[config.mk]
export PLATFORM = sky130hd
export DESIGN_NAME = row_scan_shifter
export DESIGN_NICKNAME = d
export VERILOG_FILES = /design/src/rtl/row_scan_pkg.sv /design/src/rtl/scan_edge.sv /design/src/rtl/scan_chain.sv /design/src/rtl/scan_ends.sv /design/src/rtl/row_scan_shifter.sv
export SDC_FILE = /design/constraint.sdc
export NUM_CORES = 1
export LEC_CHECK = 0
export BUFFER_PORTS_ARGS = -buffer_cell sky130_fd_sc_hd__buf_2
export CAP_MARGIN = 10
export CORE_ASPECT_RATIO = 0.7
export CORE_UTILIZATION = 60
export DETAILED_ROUTE_END_ITERATION = 10
export PLACE_DENSITY = 0.92
export SLEW_MARGIN = 40
export SYNTH_ARGS = -nofsm -noshare
export SYNTH_HDL_FRONTEND = slang
export SYNTH_SLANG_ARGS = --single-unit
[constraint.sdc]
create_clock -name clk_i -period 2.11 [get_ports clk_i]
set_input_delay 0.422 -clock clk_i [delete_from_list [all_inputs] [get_ports clk_i]]
set_output_delay 0.422 -clock clk_i [all_outputs]
set_load 0.01 [all_outputs]
[src/rtl/row_scan_pkg.sv]
package row_scan_pkg;
  typedef enum logic {
    SHIFT_DN = 1'b0,
    SHIFT_UP = 1'b1
  } shift_dir_e;
endpackage

[src/rtl/scan_edge.sv]
module scan_edge (
  input  logic clk_i,
  input  logic rst_ni,
  input  logic lp_i,
  output logic fall_o
);
  logic lp_q;

  always_ff @(posedge clk_i or negedge rst_ni) begin
    if (!rst_ni) lp_q <= 1'b0;
    else         lp_q <= lp_i;
  end

  assign fall_o = lp_q & ~lp_i;
endmodule

[src/rtl/scan_chain.sv]
module scan_chain
  import row_scan_pkg::*;
#(
  parameter int unsigned STAGES = 160
) (
  input  logic              clk_i,
  input  logic              rst_ni,
  input  logic              shift_i,
  input  logic              clear_i,
  input  shift_dir_e        dir_i,
  input  logic              split_i,
  input  logic              ser_a_i,
  input  logic              ser_b_i,
  input  logic              mid_i,
  output logic [STAGES-1:0] chain_o
);
  localparam int unsigned HALF = STAGES / 2;

  logic [STAGES-1:0] chain_q;

  for (genvar i = 0; i < STAGES; i++) begin : g_stage
    logic up_src, dn_src, stage_q;

    if (i == 0) begin : g_up_end
      assign up_src = ser_a_i;
    end else if (i == HALF) begin : g_up_mid
      assign up_src = split_i ? mid_i : chain_q[i-1];
    end else begin : g_up_mid_no
      assign up_src = chain_q[i-1];
    end

    if (i == STAGES - 1) begin : g_dn_end
      assign dn_src = ser_b_i;
    end else if (i == HALF - 1) begin : g_dn_mid
      assign dn_src = split_i ? mid_i : chain_q[i+1];
    end else begin : g_dn_mid_no
      assign dn_src = chain_q[i+1];
    end

    always_ff @(posedge clk_i or negedge rst_ni) begin
      if (!rst_ni)      stage_q <= 1'b0;
      else if (clear_i) stage_q <= 1'b0;
      else if (shift_i) stage_q <= (dir_i == SHIFT_UP) ? up_src : dn_src;
    end

    assign chain_q[i] = stage_q;
  end

  assign chain_o = chain_q;


  hold_chk: assert property (@(posedge clk_i) disable iff (!rst_ni)
    (!clear_i && !shift_i) |=> $stable(chain_q));


  clear_chk: assert property (@(posedge clk_i) disable iff (!rst_ni)
    clear_i |=> (chain_q == '0));


  up_single_chk: assert property (@(posedge clk_i) disable iff (!rst_ni)
    (!clear_i && shift_i && dir_i == SHIFT_UP && !split_i) |=>
      (chain_q[STAGES-1:1] == $past(chain_q[STAGES-2:0])) && (chain_q[0] == $past(ser_a_i)));


  dn_single_chk: assert property (@(posedge clk_i) disable iff (!rst_ni)
    (!clear_i && shift_i && dir_i == SHIFT_DN && !split_i) |=>
      (chain_q[STAGES-2:0] == $past(chain_q[STAGES-1:1])) && (chain_q[STAGES-1] == $past(ser_b_i)));


  up_split_chk: assert property (@(posedge clk_i) disable iff (!rst_ni)
    (!clear_i && shift_i && dir_i == SHIFT_UP && split_i) |=>
      (chain_q[HALF] == $past(mid_i)) && (chain_q[0] == $past(ser_a_i)));


  dn_split_chk: assert property (@(posedge clk_i) disable iff (!rst_ni)
    (!clear_i && shift_i && dir_i == SHIFT_DN && split_i) |=>
      (chain_q[HALF-1] == $past(mid_i)) && (chain_q[STAGES-1] == $past(ser_b_i)));
endmodule

[src/rtl/scan_ends.sv]
module scan_ends
  import row_scan_pkg::*;
(
  input  shift_dir_e dir_i,
  input  logic       low_stage_i,
  input  logic       high_stage_i,
  output logic       end_a_o,
  output logic       end_a_oe_o,
  output logic       end_b_o,
  output logic       end_b_oe_o
);
  always_comb begin
    end_a_oe_o = (dir_i == SHIFT_DN);
    end_b_oe_o = (dir_i == SHIFT_UP);
    end_a_o    = end_a_oe_o ? low_stage_i  : 1'b0;
    end_b_o    = end_b_oe_o ? high_stage_i : 1'b0;
  end
endmodule

[src/rtl/row_scan_shifter.sv]
module row_scan_shifter
  import row_scan_pkg::*;
#(
  parameter int unsigned STAGES = 160
) (
  input  logic              clk_i,
  input  logic              rst_ni,
  input  logic              lp_i,
  input  logic              dir_i,
  input  logic              split_i,
  input  logic              blank_ni,
  input  logic              mid_i,
  input  logic              end_a_i,
  output logic              end_a_o,
  output logic              end_a_oe_o,
  input  logic              end_b_i,
  output logic              end_b_o,
  output logic              end_b_oe_o,
  output logic [STAGES-1:0] row_o
);
  shift_dir_e        dir;
  logic              lp_fall, shift, clear, shown_q;
  logic [STAGES-1:0] chain;

  assign dir   = shift_dir_e'(dir_i);
  assign clear = ~blank_ni;
  assign shift = lp_fall & blank_ni;

  scan_edge u_edge (
    .clk_i  (clk_i),
    .rst_ni (rst_ni),
    .lp_i   (lp_i),
    .fall_o (lp_fall)
  );

  scan_chain #(.STAGES(STAGES)) u_chain (
    .clk_i   (clk_i),
    .rst_ni  (rst_ni),
    .shift_i (shift),
    .clear_i (clear),
    .dir_i   (dir),
    .split_i (split_i),
    .ser_a_i (end_a_i),
    .ser_b_i (end_b_i),
    .mid_i   (mid_i),
    .chain_o (chain)
  );

  scan_ends u_ends (
    .dir_i        (dir),
    .low_stage_i  (chain[0]),
    .high_stage_i (chain[STAGES-1]),
    .end_a_o      (end_a_o),
    .end_a_oe_o   (end_a_oe_o),
    .end_b_o      (end_b_o),
    .end_b_oe_o   (end_b_oe_o)
  );

  // rows stay low after blanking until fresh data is taken
  always_ff @(posedge clk_i or negedge rst_ni) begin
    if (!rst_ni)    shown_q <= 1'b0;
    else if (clear) shown_q <= 1'b0;
    else if (shift) shown_q <= 1'b1;
  end

  assign row_o = shown_q ? chain : '0;


  blank_rows_chk: assert property (@(posedge clk_i) disable iff (!rst_ni)
    !blank_ni |=> (row_o == '0));


  quiet_rows_chk: assert property (@(posedge clk_i) disable iff (!rst_ni)
    (blank_ni && !lp_fall && row_o == '0) |=> (row_o == '0));
endmodule

==> impl_results.md <==
* Critical-path cell list: buf_4 > and2_1 > buf_2
* Worst Path Required at 1.69 ns
* Final hold violation count at 0
* Die area at 14860 sq um
* Gr usage total at 0.2669
* Worst-Margin Slew at 0.6115 ns
* Vias at 6224
* Initial antenna violation count at 0
* Max Cap Viol at 0
* Post-detail-place hpwl at 12650 um
* Critical Path End Type: primary output
* Count of cell types in the netlist at 19
* Max-slew violations at 0
* Leading area contributor after synthesis: dfrtp_1
* Skew-Pair Late Insertion Delay at 0.41 ns
* Core Region at 13960 sq um
* H-Tree Depth at 4
* # IOs at 173
* Vias per cell at 5.822
* Worst-path clk slew at 0.06 ns
* Status: finished, final reports clean
* Layout Nets at 878
* Syn_nets at 734
* Critical path origin: shown_q
* Area taken by multi-input logic gates at 4156 sq um
* Synthesized area per cell at 11.89 sq um
* Die W at 145.3 um
* FF+latch area at 4058 sq um
* Clk sinks at 162
* Top cell type's share of synthesized area at 0.4702
* Post-Place Cells at 1038
* Relative slew slack at 0.5923
* CTS buffer count at 17
* Remaining global-route overflow at 0
* CP Buf/Inv Count at 2
* CP Class: reg -> out
* Slowest CP cell: dfrtp_4
* Starting Density at 0.6174
* Crit Path Max Fanout at 28
* Mapped Area at 8621 sq um
* LEAKAGE at 5.183 nW
* PortBufs at 172
* RSZ-0062 raised after global routing: false
* Longest Clk Path Bufs at 2
* Tightest Hold Check Type: in -> reg
* Max stage delay on crit path at 0.61 ns
* Final worst-path cycle share at 0.9574
* Delay-heaviest family, CP: flip-flops
* Residual DRC count at 0
* Ys Warns at 0
* First-pass DRT Iterations at 5
* Peak VDD IR at 0.5838 mV
* Hold Path Origin: lp_i
* Final WL at 19530 um
* # rows at 36
* Detail Route Antenna Nets at 0
* Drt first-iter violations at 372
* Util after Layout at 0.7349
* Worst setup margin at 0.08988 ns
* TritonCTS clock tree: built
* Vias in the first global route at 5776
* Period minus WS final at 2.020 ns
* Fin Clk Skew at 0.008669 ns
* Routed len/inst at 18.27 um
* Post-synthesis register bit count at 162
* Clk root buf: clkbuf_16
* Die H at 102.3 um
* Diodes inserted at 0
* Synth top area cells: dfrtp_1 47%, mux2i_1 19%, o2bb2ai_1 15%
* Pwr dens at 671.4 nW/um^2
* Synth-to-Final Area Change at 19.04%
* Max Clk Rate at 0.4950 GHz
* Share of cells above drive strength 1 at 0.2708
* Setup TNS at 0 ns
* Sequential area share after synthesis at 0.4702
* Final Wtd Congestion at 0.7944
* Startpoint Class: register
* Pin count of the biggest net entering global routing at 133
* Finished Layout Cells at 1069
* Tot Pwr at 6.890 mW
* Fill cells at 989
* Pre-CTS setup slack at 0.4148 ns
* CP arrival at 1.60 ns
* Setup violators final at 0
* First-pass GRT wire length at 31480 um
* Worst R2R Start: u_edge.lp_q
* Cell count after synthesis at 725
[cells in the final DEF (no fill, tap or decap), drive strengths merged]
master / n
mux2i: 160
bufinv: 5
nand3b: 1
clkinv: 4
clkbuf: 20
and2: 161
o2bb2ai: 158
nor2b: 4
nor2: 1
dfrtp: 162
clkinvlp: 1
a211oi: 2
a21o: 2
o21a: 1
buf: 195
dlygate4sd3: 1
inv: 1
[where the power goes]
group / leakage, nW / internal [mW] / switching (mW)
registers: 2.26 / 3.11 / 0.0147
clock network: 0.305 / 2.11 / 1.22
logic: 2.62 / 0.139 / 0.293
[metrics by stage]
step / hold WS [ns] / instance area, sq um
finish: 0.1745 / 10260
global route: 0.1699 / 10260
CTS: 0.1653 / 10260
detailed placement: 0.4315 / 9617
global placement: 0.4248 / 9617
floorplan: 0.1264 / 8621
[layer usage]
metal  GRT usage  share of wire  up-vias
met3     0.04911          0.049       18
met1      0.3930           0.48     3073
met4     0.05830         0.0090        0
li1            -              -     2936
met2      0.4153           0.46      197
met5           0              0        -
[synth_stat cells]
| master | n |
|---|---|
| clkbuf_1 | 24 |
| o21a_1 | 1 |
| buf_2 | 35 |
| o2bb2ai_1 | 148 |
| inv_1 | 1 |
| buf_8 | 1 |
| nor2_1 | 1 |
| mux2i_1 | 160 |
| nor2b_4 | 1 |
| a211oi_1 | 2 |
| o2bb2ai_2 | 10 |
| buf_4 | 1 |
| a21o_1 | 2 |
| nand3b_4 | 1 |
| nor2b_2 | 1 |
| dfrtp_1 | 162 |
| buf_6 | 11 |
| and2_1 | 161 |
| nor2b_1 | 2 |
[logic make-up after synthesis]
family | share of synthesized area
AOI/OAI and AO/OA | 0.1721
buffers and inverters | 0.04819
DFF | 0.4702
muxes | 0.1858
and+or+nand+nor | 0.1237
[sequential cells by signal (all words and copies together), names as in the netlist]
signal,cells
u_chain.g_stage.dn_src,154
shown_q,1
u_edge.lp_q,1
u_chain.g_stage.stage_q,4
u_chain.g_stage.up_src,2
[timing repair]
item	CTS	global route
gates resized for setup	0	0
setup endpoints to repair	3	0
buffers inserted	1	0
hold buffers	1	0
endpoints found under the hold margin	27	0
[path summary, 6_finish.rpt]
kind / slack [ns] / to / cells past startpoint
worst max-delay path: 0.09 / row_o[13] / 3
worst min-delay path: 0.17 / u_edge.lp_q / 1
worst max register to register: 0.58 / u_chain.g_stage[68].dn_src / 4
worst min register to register: 0.53 / u_chain.g_stage[100].up_src / 1
max in group asynchronous: 0.91 / u_chain.g_stage[80].dn_src / 3
min in group asynchronous: 0.55 / u_chain.g_stage[61].dn_src / 2
[layout make-up]
type | instances | area share
Multi-Input combinational cell | 490 | 0.4050
Sequential cell | 162 | 0.3954
Timing Repair Buffer | 197 | 0.1149
Clock buffer | 19 | 0.04316
Tap cell | 190 | 0.02317
Clock inverter | 10 | 0.01804
Inverter | 1 | 0.0003658
(Power assumes the default switching activity.)
